[src/rtl/esf_pkg.sv]
package esf_pkg;

  typedef enum logic [1:0] {
    OH_DATALINK = 2'd0,
    OH_CHECK    = 2'd1,
    OH_PATTERN  = 2'd2
  } ohKind_t;

  // Strobes from the sequencer to the bit datapath, valid in the step cycle.
  typedef struct packed {
    logic    step;       // one bit slot is emitted this cycle
    logic    loop;       // loopback mode of the slot being emitted
    logic    isOh;       // slot is the overhead bit
    ohKind_t ohKind;     // which overhead stream owns the slot
    logic [2:0] ohSel;   // index of the bit within its 6-bit stream
    logic    chanFirst;  // slot is the first bit of a channel
    logic    sfStart;    // slot is the overhead bit of frame 1
    logic    sfEnd;      // slot is the last bit of the superframe
  } seqStrobes_t;

endpackage

[src/rtl/esf_seq.sv]
module esf_seq
  import esf_pkg::*;
#(
  parameter int CHANNELS  = 24,
  parameter int CHAN_BITS = 8,
  parameter int FRAMES    = 24
) (
  input  logic        clk,
  input  logic        rstN,
  input  logic        txBitEn,
  input  logic        rxBitEn,
  input  logic        loopEnReq,
  output seqStrobes_t seq,
  output logic        loopActive
);
  localparam int FRAME_BITS = CHANNELS * CHAN_BITS + 1;
  localparam int BIT_W      = $clog2(FRAME_BITS);
  localparam int FR_W       = $clog2(FRAMES);

  logic [BIT_W-1:0] bitIdx;
  logic [FR_W-1:0]  frameIdx;
  logic             stepNow;
  logic             lastBit;
  logic             lastFrame;
  logic [BIT_W-1:0] payPos;

  // Timing source follows the mode in force for the current slot.
  assign stepNow   = loopActive ? rxBitEn : txBitEn;
  assign lastBit   = (bitIdx == BIT_W'(FRAME_BITS - 1));
  assign lastFrame = (frameIdx == FR_W'(FRAMES - 1));
  assign payPos    = bitIdx - BIT_W'(1);

  always_ff @(posedge clk) begin
    if (!rstN) begin
      bitIdx     <= '0;
      frameIdx   <= '0;
      loopActive <= 1'b0;
    end else if (stepNow) begin
      if (lastBit) begin
        bitIdx <= '0;
        if (lastFrame) begin
          frameIdx   <= '0;
          loopActive <= loopEnReq;
        end else begin
          frameIdx <= frameIdx + FR_W'(1);
        end
      end else begin
        bitIdx <= bitIdx + BIT_W'(1);
      end
    end
  end

  always_comb begin
    seq.step      = stepNow;
    seq.loop      = loopActive;
    seq.isOh      = (bitIdx == '0);
    seq.ohSel     = 3'(frameIdx >> 2);
    unique case (frameIdx[1:0])
      2'd3:    seq.ohKind = OH_PATTERN;
      2'd1:    seq.ohKind = OH_CHECK;
      default: seq.ohKind = OH_DATALINK;
    endcase
    seq.chanFirst = (bitIdx != '0) &&
                    ((payPos % BIT_W'(CHAN_BITS)) == '0);
    seq.sfStart   = (bitIdx == '0) && (frameIdx == '0);
    seq.sfEnd     = stepNow && lastBit && lastFrame;
  end

  AST_LOOP_AT_BOUNDARY: assert property (@(posedge clk) disable iff (!rstN)
    !$stable(loopActive) |-> $past(seq.sfEnd));

  AST_STEP_SOURCE: assert property (@(posedge clk) disable iff (!rstN)
    !$stable(bitIdx) |-> $past(loopActive ? rxBitEn : txBitEn));

  AST_POS_RANGE: assert property (@(posedge clk) disable iff (!rstN)
    (bitIdx < BIT_W'(FRAME_BITS)) && (frameIdx < FR_W'(FRAMES)));

endmodule

[src/rtl/esf_bitpath.sv]
module esf_bitpath
  import esf_pkg::*;
#(
  parameter int             CRC_W    = 6,
  parameter logic [CRC_W-1:0] CRC_POLY = 6'b000011,
  parameter logic [5:0]       FPS_PAT  = 6'b110100
) (
  input  logic        clk,
  input  logic        rstN,
  input  seqStrobes_t seq,
  input  logic        txSer,
  input  logic        rxPayBit,
  input  logic        dlBit,
  output logic        txOut,
  output logic        txLineEn,
  output logic        txChanClk,
  output logic        txChanBlk
);
  logic [CRC_W-1:0] crcRun;
  logic [CRC_W-1:0] crcHeld;
  logic [CRC_W-1:0] crcNext;
  logic             ohBit;
  logic             slotBit;
  logic             crcIn;

  always_comb begin
    unique case (seq.ohKind)
      OH_PATTERN: ohBit = FPS_PAT[seq.ohSel];
      OH_CHECK:   ohBit = crcHeld[CRC_W - 1 - int'(seq.ohSel)];
      default:    ohBit = dlBit;
    endcase
  end

  assign slotBit = seq.isOh ? ohBit : (seq.loop ? rxPayBit : txSer);
  // Overhead slots enter the check sum as 1.
  assign crcIn   = seq.isOh ? 1'b1 : slotBit;
  assign crcNext = {crcRun[CRC_W-2:0], 1'b0} ^
                   ((crcIn ^ crcRun[CRC_W-1]) ? CRC_POLY : '0);

  always_ff @(posedge clk) begin
    if (!rstN) begin
      txOut     <= 1'b0;
      txLineEn  <= 1'b0;
      txChanClk <= 1'b0;
      txChanBlk <= 1'b0;
      crcRun    <= '0;
      crcHeld   <= '0;
    end else begin
      txLineEn <= seq.step;
      if (seq.step) begin
        txOut     <= slotBit;
        txChanClk <= !seq.loop && seq.chanFirst;
        txChanBlk <= !seq.loop && seq.sfStart;
        if (seq.sfEnd) begin
          crcHeld <= crcNext;
          crcRun  <= '0;
        end else begin
          crcRun <= crcNext;
        end
      end
    end
  end

  AST_QUIET_STROBES_IN_LOOP: assert property (@(posedge clk) disable iff (!rstN)
    seq.loop |-> (!txChanClk && !txChanBlk));

  AST_CHECK_HELD_PER_SF: assert property (@(posedge clk) disable iff (!rstN)
    !$stable(crcHeld) |-> $past(seq.sfEnd));

  AST_OUT_ONLY_ON_STEP: assert property (@(posedge clk) disable iff (!rstN)
    !$stable(txOut) |-> txLineEn);

endmodule

[src/rtl/esf_tx_framer.sv]
module esf_tx_framer
  import esf_pkg::*;
#(
  parameter int CHANNELS  = 24,
  parameter int CHAN_BITS = 8,
  parameter int FRAMES    = 24
) (
  input  logic clk,
  input  logic rstN,
  input  logic txBitEn,
  input  logic rxBitEn,
  input  logic txSer,
  input  logic rxPayBit,
  input  logic dlBit,
  input  logic loopEnReq,
  output logic txOut,
  output logic txLineEn,
  output logic txChanClk,
  output logic txChanBlk,
  output logic loopActive
);
  seqStrobes_t seq;

  esf_seq #(
    .CHANNELS (CHANNELS),
    .CHAN_BITS(CHAN_BITS),
    .FRAMES   (FRAMES)
  ) seq_i (
    .clk       (clk),
    .rstN      (rstN),
    .txBitEn   (txBitEn),
    .rxBitEn   (rxBitEn),
    .loopEnReq (loopEnReq),
    .seq       (seq),
    .loopActive(loopActive)
  );

  esf_bitpath bitpath_i (
    .clk      (clk),
    .rstN     (rstN),
    .seq      (seq),
    .txSer    (txSer),
    .rxPayBit (rxPayBit),
    .dlBit    (dlBit),
    .txOut    (txOut),
    .txLineEn (txLineEn),
    .txChanClk(txChanClk),
    .txChanBlk(txChanBlk)
  );

endmodule

[config.mk]
export PLATFORM = sky130hd
export DESIGN_NAME = esf_tx_framer
export DESIGN_NICKNAME = d
export VERILOG_FILES = /design/src/rtl/esf_pkg.sv /design/src/rtl/esf_seq.sv /design/src/rtl/esf_bitpath.sv /design/src/rtl/esf_tx_framer.sv
export SDC_FILE = /design/constraint.sdc
export NUM_CORES = 1
export LEC_CHECK = 0
export CAP_MARGIN = 25
export CORE_MARGIN = 3
export CORE_UTILIZATION = 55
export CTS_BUF_LIST = sky130_fd_sc_hd__clkbuf_4 sky130_fd_sc_hd__clkbuf_8
export CTS_CLUSTER_DIAMETER = 60
export CTS_CLUSTER_SIZE = 20
export DETAILED_ROUTE_END_ITERATION = 6
export DONT_BUFFER_PORTS = 1
export GPL_ROUTABILITY_DRIVEN = 0
export GPL_TIMING_DRIVEN = 0
export PLACE_DENSITY = 0.75
export SLEW_MARGIN = 25
export SYNTH_ARGS = -nofsm -noshare
export SYNTH_HDL_FRONTEND = slang
export SYNTH_SLANG_ARGS = --single-unit
[constraint.sdc]
create_clock -name clk -period 4 [get_ports clk]
set_input_delay 0.4 -clock clk [delete_from_list [all_inputs] [get_ports clk]]
set_output_delay 0.4 -clock clk [all_outputs]
set_load 0.01 [all_outputs]
==> results.txt <==
----------------------------------------------------
[CTS]
  Worst-path clk slew ... 0.09 ns
  Clock tree from TritonCTS ... built
  Sink count of the clock tree ... 31
  Cts repair resizes ... 0
  Hold_buf cts ... 0
  Largest buffer count on any clock path ... 2
  Clock buffers created by TritonCTS ... 5
  H-tree depth ... 2
  Number of buffers inserted to repair setup after CTS ... 0
  Clock latency on the worst-skew pair ... 0.32 ns
  Library cell used as clock root buffer ... sky130_fd_sc_hd__clkbuf_4

[Setup path]
  Worst Setup End Kind ... register
  Data arrival time of the critical path ... 2.35 ns
  CP Cell Sequence ... mux2i_1, nor4_2, and4_1, nor3_1
  Crit-path max cell delay ... 0.78 ns
  Largest fanout of any net on the critical path ... 10
  Number of buffers and inverters on the critical path ... 0
  Crit Path Category ... reg2reg
  Required time reported for the critical path endpoint ... 4.22 ns
  Cell type group with the largest total delay on the critical path ... simple AND/OR/NAND/NOR gates
  Type of element launching the critical path ... register
  Slowest stage cell, crit path ... sky130_fd_sc_hd__nor4_2

[Yosys]
  Share of the synthesized area in the top cell type ... 37.6%
  Post-Syn Area per Cell ... 8.83 sq um
  Number of instances in the synthesized netlist ... 187
  FF+latch count, synth ... 31
  Most common cell in the netlist ... sky130_fd_sc_hd__dfxtp_1
  Number of enable-type register cells in the synthesized netlist ... 0
  Top cells by count, synth ... sky130_fd_sc_hd__dfxtp_1, sky130_fd_sc_hd__nand2_1, sky130_fd_sc_hd__nand3_1
  Main area contributors after synthesis ... sky130_fd_sc_hd__dfxtp_1, sky130_fd_sc_hd__nand2_1, sky130_fd_sc_hd__ha_1
  Leading register cell type out of synthesis ... sky130_fd_sc_hd__dfxtp_1
  Number of unique standard cell types used by synthesis ... 43
  Total number of yosys warnings ... 0
  Synthesized net count ... 201
  Netlist area before placement ... 1650 sq um
  Register area share after synthesis ... 37.6%
  Cell taking the most area after synthesis ... sky130_fd_sc_hd__dfxtp_1
  Proportion of register bits with asynchronous set or reset after synthesis ... 0%

[Pwr]
  Worst IR Drop VDD ... 0.202 mV
  Cell leakage power ... 0.629 nW
  Total power per unit cell area ... 326 nW/um^2

[STA]
  Headroom to the max-slew limit ... 46.0%
  Final min period ... 2.13 ns
  Highest attainable clock frequency ... 470 MHz
  Endpoints failing hold ... 0
  Final setup violation count ... 0
  Final slew viol count ... 0
  Final Cycle Share ... 53.2%
  Worst setup margin ... 1.87 ns
  Unrepaired setup endpoints after global routing ... false
  Tightest Pin Transition ... 0.788 ns
  Worst Clk Skew ... 0.00672 ns
  Total negative slack ... 0 ns

[Floorplan]
  Floorplan core area ... 2810 sq um
  I/O Pins ... 13
  Die H ... 60.8 microns
  Number of placement rows ... 19
  Floorplan die area ... 3690 sq um
  Initial Util ... 58.8%
  Overall die width ... 60.8 microns

[Placement]
  Cell count after placement ... 218
  Post-Place Setup Slack ... 1.71 ns
  HPWL after detailed placement ... 2440 microns
  Number of buffers added on ports ... 0

[Global routing]
  Antenna violations before repair ... 0
  Via count of the first global-routing pass ... 1268
  Tot GR Track Use ... 21.6%
  Total gr overflow ... 0
  Largest net degree at the start of global routing ... 11
  Global-route wire length before repair ... 5900 microns

[Final layout]
  Growth of design area from synthesis to finish ... 7.13%
  Fillers ... 270
  Layout Cells excl Fill ... 226
  Fraction of final layout cells with drive strength greater than 1 ... 12.3%
  Antenna Cells ... 0
  Post-layout nets ... 208

[Route]
  DRC marker count from the first detailed-route iteration ... 89
  DRC violation count after routing ... 0
  Vias after detailed routing ... 1363
  Routed wire length ... 3340 microns
  WL per Instance ... 14.8 microns
  Post-route ant nets ... 0
  1st-pass router iterations ... 4
  Post-detailed-route via-to-cell ratio ... 6.03

[Job]
  Max-capacitance violation count ... 0

[Min path]
  HP Class ... in2reg

[Run status]
  Result of the run ... completed

----------------------------------------------------
[layout by cell type (no fill, tap or decap), types with 4 or more instances in the layout]
cell type / netlist / layout
sky130_fd_sc_hd__nor2_1: 8 / 8
sky130_fd_sc_hd__a21oi_1: 4 / 4
sky130_fd_sc_hd__nand3_1: 10 / 10
sky130_fd_sc_hd__mux2i_1: 4 / 4
sky130_fd_sc_hd__ha_1: 6 / 6
sky130_fd_sc_hd__a21boi_0: 5 / 5
sky130_fd_sc_hd__xor2_1: 5 / 5
sky130_fd_sc_hd__inv_1: 7 / 7
sky130_fd_sc_hd__nand4_1: 6 / 6
sky130_fd_sc_hd__a21boi_1: 9 / 9
sky130_fd_sc_hd__o21ai_0: 4 / 4
sky130_fd_sc_hd__nand2_1: 26 / 26
sky130_fd_sc_hd__nor3_1: 4 / 4
sky130_fd_sc_hd__clkbuf_4: 0 / 6
sky130_fd_sc_hd__dfxtp_1: 31 / 31
sky130_fd_sc_hd__clkbuf_1: 7 / 7
sky130_fd_sc_hd__xnor2_1: 4 / 4
[kinds of logic (layout without fill, tap and decap cells)]
family	count (synthesis)	in the layout	share of synthesized area [%]
adder cells (fa/ha/maj)	6	6	4.55
XOR/XNOR	9	9	4.78
flip-flops	31	31	37.6
multiplexers	7	7	5.16
AND/OR/NAND/NOR	85	85	29.3
AO/OA/AOI/OAI	30	30	12.6
buffers and inverters	19	27	6.07
[layer usage]
metal / up-vias / global-route usage (%) / routed length, microns
met5: - / 0 / 0
met2: 40 / 32.2 / 1550
met4: 0 / 10.8 / 36
met1: 641 / 29.0 / 1540
met3: 4 / 5.11 / 217
li1: 678 / - / -
[state kept, by name, indices dropped and copies added (netlist names), named ones only]
name and count:
bitpath_i.crcHeld 6, bitpath_i.txChanBlk 1, bitpath_i.crcRun 6, bitpath_i.txOut 1, seq_i.frameIdx 5, seq_i.bitIdx 8
seq_i.loopActive 1, bitpath_i.txLineEn 1, bitpath_i.txChanClk 1
[per-stage QoR]
step	utilization (%)	instance area (sq um)	hold slack, ns	power (mW)
2_1_floorplan	-	1650	0.432	0.362
3_3_place_gp	60.2	1690	0.443	0.370
3_5_place_dp	60.2	1690	0.445	0.372
4_1_cts	62.8	1760	0.178	0.581
5_1_grt	63.0	1770	0.190	0.606
6_report	63.0	1770	0.187	0.577
[final cells by class]
cell class / instances / area (sq um) / area share [%]
inverter: 7 / 26.3 / 1.49
clock buffer: 8 / 72.6 / 4.10
sequential: 31 / 621 / 35.1
multi-input combinational: 137 / 936 / 52.9
tap: 31 / 38.8 / 2.19
buffer: 12 / 73.8 / 4.18
[path summary, 6_finish.rpt]
kind                             start  cells after the start  slack (ns)                    to
setup / recovery      seq_i.loopActive                      4        1.87  bitpath_i.crcHeld[1]
hold reg to reg   bitpath_i.crcHeld[0]                      2        0.46  bitpath_i.crcHeld[0]
setup reg to reg      seq_i.loopActive                      4        1.87  bitpath_i.crcHeld[1]
hold / removal                    rstN                      2        0.19    bitpath_i.txLineEn
[power by group]
part           switching (mW)  total [mW]  internal (mW)
registers             0.00732       0.323          0.316
logic                  0.0250      0.0425         0.0176
clock network           0.101       0.211          0.110
(Power assumes the default switching activity.)
